--- src/rtl/hp_pkg.sv ---
package hp_pkg;
  typedef enum logic [1:0] {
    ST_IDLE  = 2'd0,
    ST_WRITE = 2'd1,
    ST_READ  = 2'd2
  } hp_state_t;
endpackage

--- src/rtl/hp_sync.sv ---
module hp_sync #(
  parameter int         W   = 1,
  parameter logic [W-1:0] RST = '0
) (
  input  logic         clk,
  input  logic         rst_n,
  input  logic [W-1:0] d,
  output logic [W-1:0] q
);
  logic [W-1:0] stage1;

  always_ff @(posedge clk or negedge rst_n) begin
    if (!rst_n) begin
      stage1 <= RST;
      q      <= RST;
    end else begin
      stage1 <= d;
      q      <= stage1;
    end
  end
endmodule

--- src/rtl/hp_mem.sv ---
module hp_mem #(
  parameter int DATA_W = 16,
  parameter int DEPTH  = 256,
  localparam int IDX_W = $clog2(DEPTH)
) (
  input  logic              clk,
  input  logic              rst_n,
  input  logic              we,
  input  logic              re,
  input  logic [IDX_W-1:0]  idx,
  input  logic [DATA_W-1:0] wdata,
  output logic [DATA_W-1:0] rdata
);
  logic [DATA_W-1:0] store [DEPTH];

  always_ff @(posedge clk) begin
    if (we) store[idx] <= wdata;
  end

  always_ff @(posedge clk or negedge rst_n) begin
    if (!rst_n)  rdata <= '0;
    else if (re) rdata <= store[idx];
  end
endmodule

--- src/rtl/hp_ctrl.sv ---
module hp_ctrl
  import hp_pkg::*;
#(
  parameter int DATA_W = 16,
  parameter int DEPTH  = 256,
  parameter int LAT    = 2,
  localparam int IDX_W = $clog2(DEPTH),
  localparam int CW    = $clog2(LAT + 1)
) (
  input  logic              clk,
  input  logic              rst_n,
  input  logic              s_sel_n,
  input  logic              s_latch,
  input  logic              s_rd_n,
  input  logic              s_wr_n,
  input  logic [DATA_W-1:0] s_bus,
  output logic              mem_we,
  output logic              mem_re,
  output logic [IDX_W-1:0]  mem_idx,
  output logic [DATA_W-1:0] mem_wdata,
  output logic              ack,
  output logic              bus_oe
);
  hp_state_t         state;
  logic [CW-1:0]     cnt;
  logic [DATA_W-1:0] addr;
  logic [DATA_W-1:0] hold;
  logic              lat_act, wr_act, rd_act;
  logic              lat_q, wr_q, rd_q;
  logic              done;

  // phase decode on synchronized strobes
  assign lat_act = !s_sel_n && s_latch;
  assign wr_act  = !s_sel_n && !s_wr_n && !lat_act;
  assign rd_act  = !s_sel_n && !s_rd_n && !lat_act;

  assign done      = (state != ST_IDLE) && (cnt == '0);
  assign mem_we    = done && (state == ST_WRITE);
  assign mem_re    = done && (state == ST_READ);
  assign mem_idx   = addr[IDX_W-1:0];
  // strobe still low at completion: take the live bus; else the value at its end
  assign mem_wdata = wr_act ? s_bus : hold;
  assign bus_oe    = !s_sel_n && !s_rd_n;

  always_ff @(posedge clk or negedge rst_n) begin
    if (!rst_n) begin
      state <= ST_IDLE;
      cnt   <= '0;
      addr  <= '0;
      hold  <= '0;
      ack   <= 1'b0;
      lat_q <= 1'b0;
      wr_q  <= 1'b0;
      rd_q  <= 1'b0;
    end else begin
      lat_q <= lat_act;
      wr_q  <= wr_act;
      rd_q  <= rd_act;
      if (lat_act || wr_act) hold <= s_bus;
      unique case (state)
        ST_IDLE: begin
          if (lat_q && !lat_act) begin
            addr <= hold;
          end else if (wr_act && !wr_q) begin
            state <= ST_WRITE;
            ack   <= 1'b1;
            cnt   <= CW'(LAT - 1);
          end else if (rd_act && !rd_q) begin
            state <= ST_READ;
            ack   <= 1'b1;
            cnt   <= CW'(LAT - 1);
          end
        end
        ST_WRITE, ST_READ: begin
          if (cnt == '0) begin
            state <= ST_IDLE;
            ack   <= 1'b0;
            addr  <= addr + 1'b1;
          end else begin
            cnt <= cnt - 1'b1;
          end
        end
        default: state <= ST_IDLE;
      endcase
    end
  end
endmodule

--- src/rtl/hp_host_port.sv ---
module hp_host_port #(
  parameter int DATA_W = 16,
  parameter int DEPTH  = 256,
  parameter int LAT    = 2,
  localparam int IDX_W = $clog2(DEPTH)
) (
  input  logic              clk,
  input  logic              rst_n,
  input  logic              host_sel_n,
  input  logic              host_latch,
  input  logic              host_rd_n,
  input  logic              host_wr_n,
  input  logic [DATA_W-1:0] bus_in,
  output logic [DATA_W-1:0] bus_out,
  output logic              bus_oe,
  output logic              ack
);
  logic [3:0]        s_strb;
  logic [DATA_W-1:0] s_bus;
  logic              mem_we, mem_re;
  logic [IDX_W-1:0]  mem_idx;
  logic [DATA_W-1:0] mem_wdata;

  // order {sel_n, latch, rd_n, wr_n}; idle value 1,0,1,1
  hp_sync #(.W(4), .RST(4'b1011)) strb_sync_i (
    .clk(clk), .rst_n(rst_n),
    .d({host_sel_n, host_latch, host_rd_n, host_wr_n}),
    .q(s_strb)
  );

  hp_sync #(.W(DATA_W), .RST('0)) bus_sync_i (
    .clk(clk), .rst_n(rst_n), .d(bus_in), .q(s_bus)
  );

  hp_ctrl #(.DATA_W(DATA_W), .DEPTH(DEPTH), .LAT(LAT)) ctrl_i (
    .clk(clk), .rst_n(rst_n),
    .s_sel_n(s_strb[3]), .s_latch(s_strb[2]),
    .s_rd_n(s_strb[1]), .s_wr_n(s_strb[0]),
    .s_bus(s_bus),
    .mem_we(mem_we), .mem_re(mem_re), .mem_idx(mem_idx),
    .mem_wdata(mem_wdata), .ack(ack), .bus_oe(bus_oe)
  );

  hp_mem #(.DATA_W(DATA_W), .DEPTH(DEPTH)) mem_i (
    .clk(clk), .rst_n(rst_n), .we(mem_we), .re(mem_re),
    .idx(mem_idx), .wdata(mem_wdata), .rdata(bus_out)
  );
endmodule

--- config.mk ---
export PLATFORM = sky130hd
export DESIGN_NAME = hp_host_port
export DESIGN_NICKNAME = d
export VERILOG_FILES = /design/src/rtl/hp_pkg.sv /design/src/rtl/hp_sync.sv /design/src/rtl/hp_mem.sv /design/src/rtl/hp_ctrl.sv /design/src/rtl/hp_host_port.sv
export SDC_FILE = /design/constraint.sdc
export NUM_CORES = 2
export LEC_CHECK = 0
export BUFFER_PORTS_ARGS = -buffer_cell sky130_fd_sc_hd__buf_2
export CORE_MARGIN = 8
export CORE_UTILIZATION = 45
export DETAILED_ROUTE_END_ITERATION = 6
export SLEW_MARGIN = 5
export SYNTH_ARGS = -nofsm -noshare
export SYNTH_HDL_FRONTEND = slang
export SYNTH_SLANG_ARGS = --single-unit
--- constraint.sdc ---
create_clock -name clk -period 4.9 [get_ports clk]
set_clock_uncertainty 0.1 [all_clocks]
set_input_delay 0.49 -clock clk [delete_from_list [all_inputs] [get_ports clk]]
set_output_delay 0.49 -clock clk [all_outputs]
set_load 0.01 [all_outputs]
==> results.md <==
- CTS max path bufs: 4
- Tmin final: 4.79 ns
- Initial core utilization: 45.2%
- Area of the multi-input gates: 33900 um2
- Cell taking the most area after synthesis: edfxtp_1
- GRT Total Usage: 23.8%
- CTS tree: yes
- Worst-path maximum fanout: 29
- DP Area: 171000 um2
- Peak Freq: 209 MHz
- Total number of vias: 82.2k
- Die footprint: 377000 um2
- Failing checks: design-rule violations
- Sequential fraction of the synthesis area: 77.8%
- TritonCTS Buffers: 425
- Reg area: 125000 um2
- Clock sinks: 4184
- Post-synth top area share: 76.4%
- H-tree Lvls: 5
- P per Cell Area: 562 nW/um2
- GR Overflow Total: 0
- Setup-failing EPs final: 0
- Final hold vios: 0
- Drt wl/cell: 34.8 um
- Final Instance Area: 185000 um2
- Max Slew Vio Count: 0
- Fin cells: 13.2k
- Critical path depth: 10
- Synthesis-to-layout area growth: 14.9%
- Total number of yosys warnings: 0
- Gate Count Post-Synth: 7438
- Syn Area/Cell: 21.6 um2
- Final wirelength: 461000 um
- Most used DFF post-synth: edfxtp_1
- Layout cells sized above 1: 28.2%
- Worst path bufs/invs: 4
- CP Launch Type: flop
- Seq pwr share: 39.5%
- Tcrit/Tclk final: 97.7%
- Residual DRC: 4
- Num rows: 219
- Port Buffer Count: 39
- Maximum vdd drop: 363 uV
- DRT Pass-1 Iters: 7
- Global-route wire length before repair: 643000 um
- Clk pwr share: 31.5%
- Classification of the worst setup path: reg -> reg
- DR vias/cell: 6.22
- WP data arrival: 5.55 ns
- Post-synth EDFFs: 4096
- Normalized max-slew margin: 10.8%
- Later-pin clock latency in the skew report: 0.98 ns
- DP HPWL: 281000 um
- Worst-Margin Slew: 1.34 ns
- IO Count: 40
- Die W: 614 um
- CORE AREA: 356000 um2
- P_sw: 33.3 mW
- Worst Setup End Kind: flop
- CP required: 5.66 ns
- Hold path depth: 2
- Largest net degree at the start of global routing: 136
- Post-Synthesis Cell Area: 161000 um2
- Syn Nets: 7469
- GP Congestion: 0.895
- Die H: 614 um
- Iter 0 DRT Violations: 11.0k
- RSZ-0062 raised after global routing: no
- Flops & latches, synth: 4184
- Root Driver: clkbuf_16
- Netlist cell types: 72
- Cell Chain, Critical Path: buf_12 > buf_12 > buf_4 > mux4_2 > mux2i_1 > o211ai_1 > o21ai_0 > buf_4 > a31oi_1 > o32a_1
- Int Power: 70.8 mW
- Antenna-violating nets left: 0
- Vias in the first global route: 81.1k
- Placed insts: 12.4k
- Static Leakage: 59.4 nW
- Combinational fraction of design power: 29.0%
- Status: finished, violations left
- # fillers: 27.5k
- Net count, final: 8124
- Slowest-stage cell, CP: dfrtp_4
- Largest cells by area after synthesis: edfxtp_1 76%, mux4_2 13%, mux2i_1 1.9%
- CTS clock-pin slew for the worst setup and hold paths: 0.06 ns
- Initial antenna violation count: 23
- R2R cell count: 10
- Family with the most delay on the worst path: compound AO/OA/AOI/OAI gates
- Async SR Flop Fraction: 2.10%
- Slowest stage delay, CP: 0.97 ns
- Sw Ratio: 32.0%
- Post CTS Setup Buffer Count: 0
- Tightest Hold Check Type: in -> reg
- Max-cap violation count: 0
-- path summary, 6_finish.rpt --
kind | from | slack, ns | endpoint
worst max register to register | ctrl_i.addr[0] | 0.11 | mem_i.rdata[6]
worst min-delay path | host_latch | 0.06 | strb_sync_i.stage1[2]
worst max-delay path | ctrl_i.addr[0] | 0.11 | mem_i.rdata[6]
worst min register to register | bus_sync_i.stage1[11] | 0.25 | bus_sync_i.q[11]
min in group asynchronous | rst_n | 0.55 | strb_sync_i.stage1[0]
max in group asynchronous | rst_n | 3.26 | ctrl_i.addr[2]
-- metrics by stage --
stage	setup TNS, ns	hold slack (ns)	setup WS [ns]	util, %	power, mW
floorplan	0	0.0944	0.809	-	59.6
global placement	-0.516	0.242	-0.516	47.9	71.7
detailed placement	0	0.235	0.0543	47.9	71.9
CTS	0	0.00178	0.0201	52.0	104
global route	0	0.0172	0.0272	52.0	107
finish	0	0.0640	0.112	52.0	104
-- placed cells by master, fill, tap and decap left out, drive strengths merged, types with 10 or more instances in the layout --
cell type	synthesis	routed
edfxtp	4096	4096
mux4	958	958
buf	275	628
clkbuf	159	506
nand2	367	367
mux2i	299	299
nor2	295	295
clkinv	0	202
a21oi	92	92
nand3	86	86
dfrtp	82	82
o21ai	80	80
a22oi	70	70
a32oi	68	68
o22ai	63	63
mux2	57	57
bufinv	0	51
dlygate4sd3	0	34
a211oi	34	34
nor3	32	32
inv	13	27
o211ai	26	26
and3	25	25
nor2b	24	24
a31oi	22	22
diode	0	19
o221ai	19	19
a32o	19	19
o22a	18	18
a2111oi	14	14
nor4	12	12
nand4	10	10
clkinvlp	0	10
-- metal layers --
metal	vias to the layer above	GRT usage, %	wire length (um)
met3	832	5.16	45500
li1	32600	-	-
met1	44400	33.7	183000
met5	-	0	42
met2	4429	36.7	212000
met4	8	8.82	20300
-- power by group through the flow --
stage	clock, mW	combinational (mW)	sequential (mW)
after floorplan	0	18.2	41.4
after global placement	0	29.9	41.8
final	32.8	30.2	41.1
after global routing	34.5	31.3	41.1
after CTS	33.2	30.2	41.1
after detailed placement	0	30.0	41.8
-- registers in the layout, summed over array words and instances, names as in the netlist --
signal / flops
ctrl_i.rd_q: 1
ctrl_i.hold: 16
ctrl_i.state: 2
ctrl_i.lat_q: 1
mem_i.store: 4096
ctrl_i.cnt: 2
ctrl_i.ack: 1
strb_sync_i.q: 4
ctrl_i.wr_q: 1
mem_i.rdata: 16
strb_sync_i.stage1: 4
bus_sync_i.stage1: 16
bus_sync_i.q: 16
ctrl_i.addr: 8
-- kinds of logic (layout without fill, tap and decap cells) --
logic type / Yosys count / after routing / share of synthesized area [%]
flip-flops: 4184 / 4184 / 77.8
buffers and inverters: 447 / 1458 / 1.53
multiplexers: 1314 / 1314 / 15.7
AO/OA/AOI/OAI: 601 / 601 / 2.66
other: 0 / 19 / 0
AND/OR/NAND/NOR: 883 / 883 / 2.33
adder cells (fa/ha/maj): 9 / 9 / 0.0699
-- synthesized netlist by cell type, drive strengths merged (7+ instances only) --
cell     number
nand4        10
inv          13
dfrtp        82
o221ai       19
a211oi       34
mux2i       299
a32o         19
o22a         18
o211ai       26
o21ai        80
a22o          7
and3         25
a32oi        68
nor2        295
o31ai         7
nand2       367
ha            9
nand2b        8
a31oi        22
nand3        86
nor3         32
clkbuf      159
a22oi        70
nor4         12
nor2b        24
o2111ai       9
mux4        958
and2          7
a2111oi      14
a21oi        92
buf         275
edfxtp     4096
mux2         57
o22ai        63
-- area by class of cell --
cell class | count | area share [%]
multi-input cells | 2807 | 18.3
flip-flops and latches | 4184 | 67.7
inverters | 13 | 0.0372
clock inverters | 277 | 1.61
diodes | 19 | 0.0257
clock buffers | 506 | 6.01
well taps | 4751 | 3.21
repair buffers | 662 | 3.15
-- timing repair --
action                                  CTS  global route
hold buffers                             35             0
resized for setup                         0             1
endpoints found under the hold margin    75             0
endpoints found under the setup margin    0             1
No activity file was read; power rests on OpenSTA's default activity.
